[config.mk]
export PLATFORM = sky130hd
export DESIGN_NAME = perf_monitor
export DESIGN_NICKNAME = d
export VERILOG_FILES = /design/src/rtl/perf_monitor.sv
export SDC_FILE = /design/constraint.sdc
export NUM_CORES = 1
export LEC_CHECK = 0
export ABC_AREA = 1
export ABC_CLOCK_PERIOD_IN_PS = 6400
export BUFFER_PORTS_ARGS = -buffer_cell sky130_fd_sc_hd__buf_2
export CAP_MARGIN = 20
export CORE_ASPECT_RATIO = 1.5
export CORE_UTILIZATION = 55
export CTS_BUF_LIST = sky130_fd_sc_hd__clkbuf_8
export DETAILED_ROUTE_END_ITERATION = 10
export GPL_TIMING_DRIVEN = 0
export PLACE_DENSITY = 0.69
export SLEW_MARGIN = 20
export SYNTH_ARGS = -nofsm -noshare
export SYNTH_HDL_FRONTEND = slang
export SYNTH_SLANG_ARGS = --single-unit
[constraint.sdc]
create_clock -name clk -period 6.4 [get_ports clk]
set_input_delay 0.32 -clock clk [delete_from_list [all_inputs] [get_ports clk]]
set_output_delay 0.32 -clock clk [all_outputs]
set_load 0.01 [all_outputs]
[src/rtl/perf_monitor.sv]
module perf_monitor #(
  parameter int CW = 32,
  parameter int AW = 4
) (
  input  logic          clk,
  input  logic          rst_n,
  input  logic          wr_en,
  input  logic [AW-1:0] addr,
  input  logic [CW-1:0] wdata,
  output logic [CW-1:0] rdata,
  input  logic [15:0]   ev,
  input  logic          run_inst,
  input  logic          run_cyc,
  output logic          alert
);
  localparam int SW = 20;
  localparam int NG = 4;
  localparam int NC = 6;
  localparam logic [AW-1:0] CNT_BASE = AW'(8);

  logic [3:0]    ctrl_q;
  logic [SW-1:0] sel_q [NG];
  logic [CW-1:0] cnt_q [NC];
  logic [NC-1:0] tops;
  logic          alert_q;

  wire frz  = ctrl_q[0];
  wire a_en = ctrl_q[1];
  wire free = (ctrl_q[3:2] == 2'b11);

  function automatic logic [4:0] decode(input logic [SW-1:0] c);
    case (c)
      20'h100F4: return 5'h10;
      20'h100FC: return 5'h11;
      20'h100F6: return 5'h14;
      20'h100F8: return 5'h1B;
      20'h200F0: return 5'h12;
      20'h200FC: return 5'h13;
      20'h200F6: return 5'h1A;
      20'h200F2: return 5'h1C;
      20'h200FA: return 5'h1D;
      20'h200F8: return 5'h1F;
      20'h300F8: return 5'h17;
      20'h300F0: return 5'h18;
      20'h300FC: return 5'h19;
      20'h300F2: return 5'h1C;
      20'h400FC: return 5'h15;
      20'h400F0: return 5'h16;
      20'h400F6: return 5'h1E;
      20'h400F2: return 5'h1C;
      default:   return 5'h00;
    endcase
  endfunction

  always_ff @(posedge clk or negedge rst_n)
    if (!rst_n) ctrl_q <= '0;
    else if (wr_en && addr == '0) ctrl_q <= wdata[3:0];

  for (genvar g = 0; g < NG; g++) begin : g_gen
    logic [4:0] d;
    logic       inc;
    assign d   = decode(sel_q[g]);
    assign inc = !frz && d[4] && (sel_q[g][19:16] == 4'(g + 1)) && ev[d[3:0]];

    always_ff @(posedge clk or negedge rst_n)
      if (!rst_n) sel_q[g] <= '0;
      else if (wr_en && addr == AW'(g + 1)) sel_q[g] <= wdata[SW-1:0];

    always_ff @(posedge clk or negedge rst_n)
      if (!rst_n) cnt_q[g] <= '0;
      else if (wr_en && addr == CNT_BASE + AW'(g)) cnt_q[g] <= wdata;
      else if (inc) cnt_q[g] <= cnt_q[g] + 1'b1;
  end

  for (genvar r = NG; r < NC; r++) begin : g_run
    logic inc;
    assign inc = (free || !frz) && ((r == NG) ? run_inst : run_cyc);

    always_ff @(posedge clk or negedge rst_n)
      if (!rst_n) cnt_q[r] <= '0;
      else if (wr_en && addr == CNT_BASE + AW'(r)) cnt_q[r] <= wdata;
      else if (inc) cnt_q[r] <= cnt_q[r] + 1'b1;
  end

  for (genvar t = 0; t < NC; t++) begin : g_top
    assign tops[t] = cnt_q[t][CW-1];
  end

  wire neg = (|tops[NG-1:0]) || (!free && (|tops[NC-1:NG]));

  always_ff @(posedge clk or negedge rst_n)
    if (!rst_n) alert_q <= 1'b0;
    else alert_q <= a_en && (alert_q || neg);

  assign alert = alert_q;

  always_comb begin
    rdata = '0;
    if (addr == '0) rdata = CW'(ctrl_q);
    else if (addr >= AW'(1) && addr <= AW'(NG)) rdata = CW'(sel_q[addr - AW'(1)]);
    else if (addr >= CNT_BASE && addr < CNT_BASE + AW'(NC)) rdata = cnt_q[addr - CNT_BASE];
  end
endmodule


## Word level (Yosys, flattened, before mapping)

Index checks and enable logic that the tools add are counted.
Widths: inputs -> output; s select.

- Output and inout bits: 33
- Input bits: 57
- Bits in registers: 277
- Logic and storage cells: 199

- Equal/unequal tests: 87
- Reduce and logical (&&, ||, !) cells: 47
- Add/sub/neg operators: 8
- Muxes and demuxes: 33
- Bitwise logic cells: 2
- Order comparisons: 10

Operator list:

| kind | number |
|---|---|
| $eq 20x18->1 const B | 40 |
| $mux 32 | 17 |
| $eq 20x17->1 const B | 16 |
| $eq 20x19->1 const B | 16 |
| $pmux 5 s16 | 4 |
| $add 32x1->32 const B | 6 |
| $bmux 32 s3 | 1 |
| $bmux 20 s2 | 1 |
| $mux 20 | 2 |
| $logic_and 1x1->1 | 29 |
| $eq 4x4->1 const B | 6 |
| $lt 4x5->1 const B | 4 |
| $bmux 1 s4 | 4 |
| $eq 4x2->1 const B | 4 |
| $reduce_bool 2->1 | 6 |
| $reduce_or 3->1 | 4 |
| $not 4->5 | 2 |
| $eq 4x1->1 const B | 2 |
| $eq 4x3->1 const B | 2 |
| $ge 5x3->1 const B | 1 |
| $ge 5x4->1 const B | 1 |
| $ge 4x1->1 const B | 1 |
| $ge 4x4->1 const B | 1 |
| $le 4x3->1 const B | 1 |
| 10 further kinds | 16 |

## Longest topological paths before layout

- Depth after elaboration: 8
- Mapped depth: 18
- Mapped depth without buffers: 17

## Least setup slack after synthesis

OpenSTA, ideal clock, no wires.

- Path kind: input to output
- Start point: in addr[0]
- End point: out rdata[14]
- Cell stages on the path: 10
- Slack: 3506 ps
- Path buffers: 4
- Arrival time: 2574 ps
- Cell sequence: clkbuf_1 inv_1 clkbuf_1 clkbuf_1 ha_1 inv_1 clkbuf_1 o21ai_0 o221a_2 nor3_1

- Cells in the longest elaborated chain, start to end: 8
- Elaborated cells between the ends (all ways): 20
- Those cells by class: 2 x add/sub; 4 x order compare; 9 x mux; 2 x bitwise; 3 x reduce/logical

RTL lines:

| item | RTL line | RTL |
|---|---|---|
| start, declared | 8 | `input logic [AW-1:0] addr,` |
| $sub 4x4->4 | 101 | `else if (addr >= CNT_BASE && addr < CNT_BASE + AW'(NC)) rdata = cnt_q[addr - CNT_BASE];` |
| $not 4->5 (implied by the code) | 101 |  |
| $bmux 32 s3 | 101 |  |
| $mux 32 (implied by the code) (2 in a row) | 101 |  |
| $mux 32 | 101 |  |
| $mux 32 | 100 | `else if (addr >= AW'(1) && addr <= AW'(NG)) rdata = CW'(sel_q[addr - AW'(1)]);` |
| $mux 32 (*) | 99 | `if (addr == '0) rdata = CW'(ctrl_q);` |
| end, declared | 10 | `output logic [CW-1:0] rdata,` |

Every way passes the cells marked *; elsewhere a longest branch is shown, timed or not. The select of a mux whose other input is x is not followed.

## Final worst setup path

- Start point: in addr[0]
- End point: out rdata[11]

The elaborated chain is that of the path after synthesis.

==> parameters.txt <==
Parameter                              Value

Yosys
  Cell type with the largest total area after synthesis    sky130_fd_sc_hd__dfrtp_1
  Synthesized instance count    3233
  Top post-synthesis cells by area    sky130_fd_sc_hd__dfrtp_1 (32%), sky130_fd_sc_hd__nand2_1 (15%), sky130_fd_sc_hd__o21ai_0 (8.6%)
  Synth warnings    0
  Fraction of the yosys area taken by sequential cells    0.3239
  Synth cell types    51
  Number of flops mapped to enable cells by yosys    0
  Simple-gate share of the synthesized area    0.3576
  Dominant combinational cell family by area after synthesis    simple AND/OR/NAND/NOR gates
  Avg Synthesized Cell Area    6.619 µm²
  Proportion of synthesized area in mux cells    0
  Total nets after synthesis    3301
  Share of Yosys cell area claimed by the top area cell type    0.3239
  Area of the mapped netlist    21400 µm²
  Xor-xnor portion of the synthesized cell area    0.04830
  Predominant post-synthesis flop cell    sky130_fd_sc_hd__dfrtp_1
  Flop and latch count out of synthesis    277
  Synthesized-area fraction occupied by ao, oa, aoi and oai cells    0.1756
  Synthesized-area fraction occupied by adder cells    0.006432
  Proportion of register bits with asynchronous set or reset after synthesis    1.000

Place
  Detailed placement HPWL    68670 µm
  Quantity of I/O buffers inserted on ports    87
  Minimum setup slack after placement    1933 ps
  GP Congestion    1.063
  Placed cell areas    22550 µm²

Floorplan
  Floorplan Core Area    38430 µm²
  Die width    163.1 µm
  Height of the chip    243.6 µm
  Top-level port count    90
  Die ar.    39720 µm²
  Starting density of the core    0.5569
  Standard-cell rows    88

Drt
  Mean routed wirelength per cell    23.36 µm
  # DRC    0
  Initial DRT Pass Iterations    7
  DRT Wirelength    91320 µm
  Count of routing violations after the opening detailed-route iteration    2785
  Post-detailed-route count of antenna-violating nets    0
  Vias per cell    6.255
  Number of vias in the routed layout    24450

Setup path
  Slowest cell on crit path    sky130_fd_sc_hd__clkbuf_1
  Req. time, crit path    6080 ps
  Most frequent CP cell    sky130_fd_sc_hd__clkbuf_1
  Kind of end point of the critical path    primary output
  Cell breakdown of the critical path    buf_2 > clkbuf_1 > inv_1 > clkbuf_1 > clkbuf_1 > ha_1 > nand2_1 > a21oi_1 > inv_1 > clkbuf_1 > o221a_2 > nor3_1 > buf_2
  Critical path peak fanout    12
  Number of buffer and inverter stages on the critical path    8
  Critical path data arrival time    4300 ps
  Setup Crit Path Kind    input port to primary output
  Worst path top cell family by delay    buffers and inverters
  Startpoint kind of the worst setup timing path    input port
  Logic depth of the worst setup path including buffers    13
  R2r worst-path depth    15
  Critical Path Max Stage Delay    820 ps

Run
  MaxCap Viol Count    0

STA
  Clk_skew    35.90 ps
  Setup Viol. Count Final    0
  Number of hold violations in the final report    0
  Worst Tran Pin Value    1080 ps
  Setup WS post-layout    1777 ps
  Final count of pins violating max slew    0
  Clock period minus worst slack    4623 ps
  Share of the cycle needed by the critical path after routing    0.7223
  Max Clock Freq    216.3 MHz
  RSZ-0062 raised after global routing    no
  Slew HR    0.2726

Power and ir drop
  Sequential cell fraction of total power    0.426
  Maximum VDD drop    0.2209 mV
  Design Power    5.883 mW
  Cell Int Power    3.546 mW
  Power share of the clock group    0.298
  Switching portion of total power    0.3972
  Net load switching power    2.337 mW
  Logic gate share of total power    0.276
  Ratio of total power to cell area    249.2 nW/µm²
  Leakage dissipation    10.76 nW

Clocking
  H-tree lvl count    2
  Clock slew at the register clock pins of the worst setup and hold paths    60 ps
  Sink count of the clock tree    277
  CTS tree    yes
  Post-cts sizing count    0
  Total CTS buffers    44
  Maximum buffer depth of the clock tree    3
  Insertion delay to the later sink of the worst-skew pair    620 ps
  Root buffer cell    sky130_fd_sc_hd__clkbuf_8

Layout
  Area taken by multi-input logic gates    12580 µm²
  FF+latch area    6932 µm²
  Layout Cell Area excl Fill    23600 µm²
  Most used cells in the layout excluding fill and tap cells    sky130_fd_sc_hd__nand2_1 (860), sky130_fd_sc_hd__o21ai_0 (366), sky130_fd_sc_hd__nand3_1 (328)
  Area growth from synthesis to layout    10.30%
  Layout cells sized above 1    0.09334
  Number of nets in the layout    3443
  Number of fill cells    3833
  Commonest non-fill, non-tap cell in the layout    sky130_fd_sc_hd__nand2_1

Hold path
  Worst Hold Path Cells    5
  Class of the tightest hold or removal check    input port to flop

Global routing
  Met3 usage    0.1055
  Total track usage    0.4631
  Remaining Overflow, GRT    0
  Number of antenna violations at the first check in global routing    7
  Vias in the first global route    23040
  Most Used Layer, Global Route    met2
  GRT met2 Usage    0.7185
  Wire length of the first global-routing pass    136400 µm
  Largest net degree at the start of global routing    97
  Met1 track demand over resource    0.5095

Outcome
  Status    completed
[routing by layer]
| layer | wire, µm | vias to the layer above | share of wire |
|---|---|---|---|
| met5 | 14 | - | 0.00015 |
| met3 | 7788 | 534 | 0.085 |
| met1 | 31260 | 11260 | 0.34 |
| li1 | - | 11140 | - |
| met2 | 41180 | 1514 | 0.45 |
| met4 | 11090 | 2 | 0.12 |
[worst register-to-register path, delay by kind of cell (launching register included)]
family	cells	cell delay, ps
buf+inv	1	290
flops	1	480
simple gates	14	2090
[flip-flops by register name, indices dropped and copies added (netlist names)]
signal and cells:
ctrl_q 4, sel_q 80, cnt_q 192, alert 1
[logic make-up after synthesis]
group,Yosys count
XOR/XNOR,118
flip-flops,277
buffers and inverters,467
adder cells (fa/ha/maj),11
AO/OA/AOI/OAI,661
AND/OR/NAND/NOR,1699
[cell type report]
| class | instances | area share |
|---|---|---|
| repair buffers | 96 | 0.02491 |
| diodes | 7 | 0.0007421 |
| plain buffers | 159 | 0.03096 |
| inverters | 308 | 0.04898 |
| multi-input cells | 2489 | 0.5330 |
| clock buffers | 55 | 0.03207 |
| well taps | 495 | 0.02624 |
| clock inverters | 23 | 0.009435 |
| flip-flops and latches | 277 | 0.2937 |
[power by group through the flow]
stage	Combinational, mW	Sequential, mW	Clock [mW]
floorplan	1.05	2.38	0
global placement	1.50	2.50	0
detailed placement	1.56	2.51	0
CTS	1.57	2.49	1.75
global route	1.77	2.54	1.81
finish	1.62	2.50	1.75
[Yosys cell counts (48+ instances only)]
cell type                    n
sky130_fd_sc_hd__a21oi_1   142
sky130_fd_sc_hd__nand4_1    65
sky130_fd_sc_hd__clkbuf_1  125
sky130_fd_sc_hd__xor2_1    110
sky130_fd_sc_hd__nor3_1     68
sky130_fd_sc_hd__nand2_1   860
sky130_fd_sc_hd__nor2_1    258
sky130_fd_sc_hd__dfrtp_1   277
sky130_fd_sc_hd__o21ai_0   366
sky130_fd_sc_hd__o221ai_1   48
sky130_fd_sc_hd__inv_1     289
sky130_fd_sc_hd__nand3_1   328
[worst paths after layout]
check | from | to | slack, ps
worst max-delay path | addr[0] | rdata[11] | 1780
min in group asynchronous | rst_n | sel_q[18] | 230
worst max register to register | sel_q[68] | cnt_q[161] | 3470
max in group asynchronous | rst_n | cnt_q[45] | 5300
worst min register to register | sel_q[32] | sel_q[32] | 500
worst min-delay path | wdata[18] | cnt_q[146] | 90
[timing repair]
item	4_1_cts	5_1_grt
hold buffers	6	0
hold endpoints to repair	45	0
buffers inserted	0	0
[stage by stage]
stage	utilization	instances	setup TNS (ps)	hold slack (ps)
3_5_place_dp	0.5867	3818	0	247.8
5_1_grt	0.6139	3904	0	107.2
6_report	0.6143	3909	0	86.81
2_1_floorplan	-	3233	0	24.41
4_1_cts	0.6138	3902	0	70.17
3_3_place_gp	0.5843	3815	-45430	470.6
Power figures use the tool's default switching activity.
